File: src/rtl/ctl_port_rx.sv
module ctl_port_rx #(
  parameter int WORD_W      = 16,
  parameter int INIT_CYCLES = 1024,
  parameter int SYNC_STAGES = 2
) (
  input  logic              clk,
  input  logic              rst_n,
  input  logic              sclk_i,
  input  logic              strobe_i,
  input  logic              sdata_i,
  output logic [WORD_W-1:0] ctl_word_o,
  output logic              wr_pulse_o,
  output logic              ready_o
);
  localparam int CNT_W = $clog2(INIT_CYCLES + 1);
  localparam logic [CNT_W-1:0] CNT_END = CNT_W'(INIT_CYCLES);

  logic [SYNC_STAGES-1:0] sclk_q, strb_q, sdat_q;
  logic                   sclk_d, strb_d;
  logic [WORD_W-1:0]      shreg;
  logic [CNT_W-1:0]       init_cnt;

  always_ff @(posedge clk) begin
    sclk_q <= {sclk_q[SYNC_STAGES-2:0], sclk_i};
    strb_q <= {strb_q[SYNC_STAGES-2:0], strobe_i};
    sdat_q <= {sdat_q[SYNC_STAGES-2:0], sdata_i};
    sclk_d <= sclk_q[SYNC_STAGES-1];
    strb_d <= strb_q[SYNC_STAGES-1];
  end

  wire sclk_rise = sclk_q[SYNC_STAGES-1] & ~sclk_d;
  wire strb_rise = strb_q[SYNC_STAGES-1] & ~strb_d;

  always_ff @(posedge clk)
    if (sclk_rise) shreg <= {shreg[WORD_W-2:0], sdat_q[SYNC_STAGES-1]};

  always_ff @(posedge clk or negedge rst_n)
    if (!rst_n)                 init_cnt <= '0;
    else if (init_cnt != CNT_END) init_cnt <= init_cnt + 1'b1;

  assign ready_o = (init_cnt == CNT_END);

  always_ff @(posedge clk or negedge rst_n)
    if (!rst_n) begin
      ctl_word_o <= '0;
      wr_pulse_o <= 1'b0;
    end else begin
      wr_pulse_o <= strb_rise & ready_o;
      if (strb_rise & ready_o) ctl_word_o <= shreg;
    end
endmodule


File: config.mk
export PLATFORM = sky130hd
export DESIGN_NAME = ctl_port_rx
export DESIGN_NICKNAME = d
export VERILOG_FILES = /design/src/rtl/ctl_port_rx.sv
export SDC_FILE = /design/constraint.sdc
export NUM_CORES = 1
export LEC_CHECK = 0
export ABC_AREA = 1
export BUFFER_PORTS_ARGS = -buffer_cell sky130_fd_sc_hd__buf_2
export CAP_MARGIN = 20
export CORE_MARGIN = 3
export CORE_UTILIZATION = 52
export DETAILED_ROUTE_END_ITERATION = 7
export GPL_TIMING_DRIVEN = 0
export HOLD_SLACK_MARGIN = 0.05
export PLACE_DENSITY = 0.72
export SLEW_MARGIN = 15
export SYNTH_ARGS = -nofsm -noshare
export SYNTH_HDL_FRONTEND = slang
export SYNTH_SLANG_ARGS = --single-unit
File: constraint.sdc
create_clock -name clk -period 3.8 [get_ports clk]
set_input_delay 0.19 -clock clk [delete_from_list [all_inputs] [get_ports clk]]
set_output_delay 0.19 -clock clk [all_outputs]
set_load 0.05 [all_outputs]
**Word level (Yosys, flattened, before mapping)**

Index checks and enable logic that the tools add are counted.

- Output and inout bits: 18
- Flip-flop bits (word level): 52
- Input port bits: 5

- Bitwise operators: 5
- $add $sub $neg: 1
- Eq/ne operators: 2

Operators by type and width:

| operator | count |
|---|---|
| $add A11 B1 Y11 const B | 1 |
| $eq A11 B11 Y1 const B | 1 |
| $ne A11 B11 Y1 const B | 1 |
| $and A1 B1 Y1 | 3 |
| $not A1 Y1 | 2 |

**Logic depth before layout (Yosys ltp)**

- Depth after elaboration: 3
- Depth in mapped cells: 8
- Gate-level depth less buffers: 7

**Worst setup path after synthesis**

Ideal clock, no wire load.

- Kind: flip-flop to flip-flop
- Start: register sclk_q[1]
- End: register shreg[0] (enable)
- Buffers on the path: 0
- Data arrival time: 1.033 ns
- Period minus slack after synthesis: 1.422 ns
- Path slack: 2.378 ns
- Data required time: 3.411 ns
- Stages on the path, launching flop included: 3
- Library setup time: 0.389 ns
- Path through: dfxtp_1 > inv_1 > nor2_1

- Longest elaborated chain between the ends: 1

RTL lines:

| item | line | text |
|---|---|---|
| start: declaration | 18 | `logic [SYNC_STAGES-1:0] sclk_q, strb_q, sdat_q;` |
| start signal: assignment | 24 | `sclk_q <= {sclk_q[SYNC_STAGES-2:0], sclk_i};` |
| $and A1 B1 Y1 | 31 | `wire sclk_rise = sclk_q[SYNC_STAGES-1] & ~sclk_d;` |
| named net sclk_rise | 31 |  |
| end signal: assignment | 35 | `if (sclk_rise) shreg <= {shreg[WORD_W-2:0], sdat_q[SYNC_STAGES-1]};` |
| end: declaration | 20 | `logic [WORD_W-1:0] shreg;` |

The timed path passes the listed nets, and every way through them passes these cells.
A chain may end at the register's enable or synchronous reset.

**Final worst setup path**

- Start: register init_cnt[0]
- End: output port ready_o

- Longest elaborated chain between the ends: 1

RTL lines:

| item | line | text |
|---|---|---|
| start: declaration | 21 | `logic [CNT_W-1:0] init_cnt;` |
| start signal: assignment | 39 | `else if (init_cnt != CNT_END) init_cnt <= init_cnt + 1'b1;` |
| $eq A11 B11 Y1 | 41 | `assign ready_o = (init_cnt == CNT_END);` |
| end: declaration | 13 | `output logic ready_o` |

No other way between the ends.

==> flow_metrics.env <==
export IMPL_gp_congestion=0.768
export IMPL_first_global_vias=1317
export IMPL_synth_compound_area_share_pct=0.520
export IMPL_maxCapViolations=0
export IMPL_worst_pin_slew_ns=0.677
export IMPL_dp_hpwl_um=2270
export IMPL_ant_nets=0
export IMPL_critical_path_arrival_ns=1.80
export IMPL_top_layer="met4"
export IMPL_maxSlewHeadroom_pct=54.7
export IMPL_syn_instance_count=164
export IMPL_met3WireLength_um=155
export IMPL_worstPathRequired_ns=3.61
export IMPL_utilization_pct=64.7
export IMPL_numCtsBuffers=5
export IMPL_diodes=0
export IMPL_synth_edf_count=16
export IMPL_hold_start="sclk_q[0]"
export IMPL_path_clk_slew_ns=0.08
export IMPL_fin_nets=205
export IMPL_crit_slowest_cell="dfrtp_1"
export IMPL_power_internal_w=0.000721
export IMPL_vias=1239
export IMPL_tns_ns=0
export IMPL_cts_resized=0
export IMPL_dr_pass1_iters=4
export IMPL_grt_setup_unrepaired="no"
export IMPL_grt_pass1_wl_um=5580
export IMPL_boundaryPins=23
export IMPL_grt_antenna_before_repair=0
export IMPL_clkSinkCount=52
export IMPL_drive_gt1_share_pct=22.6
export IMPL_ys_flop_type="dfrtp_1"
export IMPL_min_path_type="reg -> reg"
export IMPL_status="finished, final reports clean"
export IMPL_synthAdderAreaFrac_pct=1.30
export IMPL_final_seq_area_um2=1340
export IMPL_fmax_ghz=0.502
export IMPL_crit_type="reg -> out"
export IMPL_synthArstFlopShare_pct=53.8
export IMPL_track_usage_pct=17.1
export IMPL_drt_met1_wl_um=1460
export IMPL_drv_slew=0
export IMPL_wl_um=3260
export IMPL_path_max_fanout=10
export IMPL_die_area_um2=4470
export IMPL_gr_total_overflow=0
export IMPL_clockBufferDepth=2
export IMPL_endpoint_kind="primary output"
export IMPL_start_util_pct=55.9
export IMPL_ys_seq_area_share_pct=69.7
export IMPL_syn_area_um2=1930
export IMPL_grt_max_degree=29
export IMPL_power_frac_clock_pct=32.8
export IMPL_synth_seq_cells=52
export IMPL_met2_length_um=1560
export IMPL_worst_slack_ns=1.81
export IMPL_p_switching_w=0.000188
export IMPL_vdd_drop_max_mv=0.273
export IMPL_p_comb_share_pct=2.1
export IMPL_place_ws_ns=2.14
export IMPL_yosys_area_share_simple_pct=22.0
export IMPL_avgRoutedWirePerCell_um=13.3
export IMPL_row_count=21
export IMPL_pwr_density_cell_nw_per_um2=408
export IMPL_synthMuxAreaShare_pct=0
export IMPL_min_period_over_period_pct=52.5
export IMPL_synth_distinct_cells=24
export IMPL_hold_viol=0
export IMPL_switching_share_pct=20.7
export IMPL_path_common_cell="nand2_1"
export IMPL_max_stage_delay_ns=0.43
export IMPL_drt_iter0_markers=54
export IMPL_vias_per_cell=5.06
export IMPL_cts_tree="built"
export IMPL_synth_xor_area_share_pct=2.73
export IMPL_htree_levels=2
export IMPL_core_area_um2=3440
export IMPL_fp_dieW_um=66.9
export IMPL_synth_top_family_by_area="simple AND/OR/NAND/NOR gates"
export IMPL_yosysWarnings=0
export IMPL_cts_root_buf="clkbuf_8"
export IMPL_leakage_nw=1.12
export IMPL_port_buffers=22
export IMPL_p_seq_share_pct=65.1
export IMPL_drc_errors=0
export IMPL_setup_viol=0
export IMPL_start_kind="register"
export IMPL_path_cells="inv_1 > ha_1 > nand2_1 > nor2_8 > nand2_1 > inv_2 > buf_2"
export IMPL_final_setup_skew_ns=0.00590
export IMPL_syn_nets=171
export IMPL_syn_to_final_growth_pct=15.7
export IMPL_die_y_um=66.9
export IMPL_crit_start="init_cnt[0]"
export IMPL_fill_cells=285
export IMPL_rr_startpoint="init_cnt[0]"
export IMPL_multi_input_area_um2=510
export IMPL_clk_latency_ns=0.30
export IMPL_syn_area_per_cell_um2=11.7
export IMPL_fin_crit_ns=1.99
Yosys cell counts (2+ instances only):
| cell | instances | area (um^2) |
|---|---|---|
| nor2_1 | 7 | 26.3 |
| xnor2_1 | 2 | 17.5 |
| nand2_1 | 48 | 180 |
| dfxtp_1 | 8 | 160 |
| edfxtp_1 | 16 | 480 |
| dfrtp_1 | 28 | 701 |
| inv_1 | 6 | 22.5 |
| nor3_1 | 3 | 15.0 |
| nand3_1 | 4 | 20.0 |
| xor2_1 | 4 | 35.0 |
| inv_2 | 6 | 22.5 |
| buf_2 | 2 | 10.0 |
| nor2_2 | 2 | 12.5 |
| ha_1 | 2 | 25.0 |
| nand4_1 | 17 | 106 |
cell type report:
type,count,area share [%]
flip-flops and latches,52,60.2
multi-input cells,96,22.9
repair buffers,27,7.24
clock buffers,6,3.26
well taps,46,2.58
inverters,12,2.02
plain buffers,4,1.29
clock inverters,2,0.505
stage by stage:
step | power (W) | hold WS, ns | cells | cell area, um^2
3_3_place_gp | 0.000618 | 0.229 | 232 | 2090
2_1_floorplan | 0.000608 | -0.106 | 164 | 1930
5_1_grt | 0.000943 | 0.351 | 245 | 2230
6_report | 0.000909 | 0.334 | 245 | 2230
4_1_cts | 0.000913 | 0.335 | 245 | 2230
3_5_place_dp | 0.000621 | 0.247 | 233 | 2100
flip-flops by register name, summed over array words and instances, names as in the netlist:
signal and count:
ctl_word_o 16, init_cnt 11, sclk_d 1, sclk_q 2, sdat_q 2, shreg 16
strb_d 1, strb_q 2, wr_pulse_o 1
power groups by stage:
stage	Sequential [W]	Clock (W)	Combinational (W)
after global placement	0.000604	0	0.0000147
after global routing	0.000594	0.000327	0.0000219
after floorplan	0.000602	0	0.00000567
after CTS	0.000592	0.000300	0.0000200
after detailed placement	0.000604	0	0.0000170
final	0.000592	0.000298	0.0000192
cell families (layout without fill, tap and decap cells):
logic type      after synthesis  count (layout)
simple gates                 86              86
flops                        52              52
buf+inv                      16              51
xor+xnor                      6               6
fa+ha+maj                     2               2
compound gates                2               2
repair_timing:
item,in CTS,in global routing
endpoints found under the hold margin,31,0
hold buffers,4,0
buffers inserted,0,0
setup endpoints to repair,0,0
path summary, 6_finish.rpt:
path | end | slack [ns] | cells past startpoint
min in group asynchronous | ctl_word_o[6] | 0.44 | 2
max in group asynchronous | init_cnt[6] | 2.95 | 2
min | sclk_q[1] | 0.33 | 0
min reg2reg | sclk_q[1] | 0.33 | 0
max reg2reg | ctl_word_o[7] | 2.25 | 8
max | ready_o | 1.81 | 7
routing by layer:
| metal | global-route usage [%] | vias up |
|---|---|---|
| met4 | 8.86 | 0 |
| li1 | - | 612 |
| met2 | 28.7 | 29 |
| met1 | 20.3 | 591 |
| met3 | 3.88 | 7 |
| met5 | 0 | - |
cells in the final DEF (no fill, tap or decap), types with 2 or more instances in the layout:
| cell type | count |
|---|---|
| ha_1 | 2 |
| xnor2_1 | 2 |
| dfrtp_1 | 28 |
| buf_6 | 2 |
| clkbuf_8 | 5 |
| nor2_2 | 2 |
| edfxtp_1 | 16 |
| nand4_1 | 17 |
| nor3_1 | 3 |
| dlygate4sd3_1 | 4 |
| xor2_1 | 4 |
| inv_2 | 6 |
| buf_2 | 24 |
| nand2_1 | 48 |
| inv_1 | 6 |
| nor2_1 | 7 |
| nand3_1 | 4 |
| dfxtp_1 | 8 |
worst max-delay path, delay by kind of cell (launching register included):
family,cells,cell delay [ns]
flip-flops,1,0.43
buffers and inverters,3,0.44
AND/OR/NAND/NOR,3,0.48
adder cells (fa/ha/maj),1,0.16
Power figures use the tool's default switching activity.
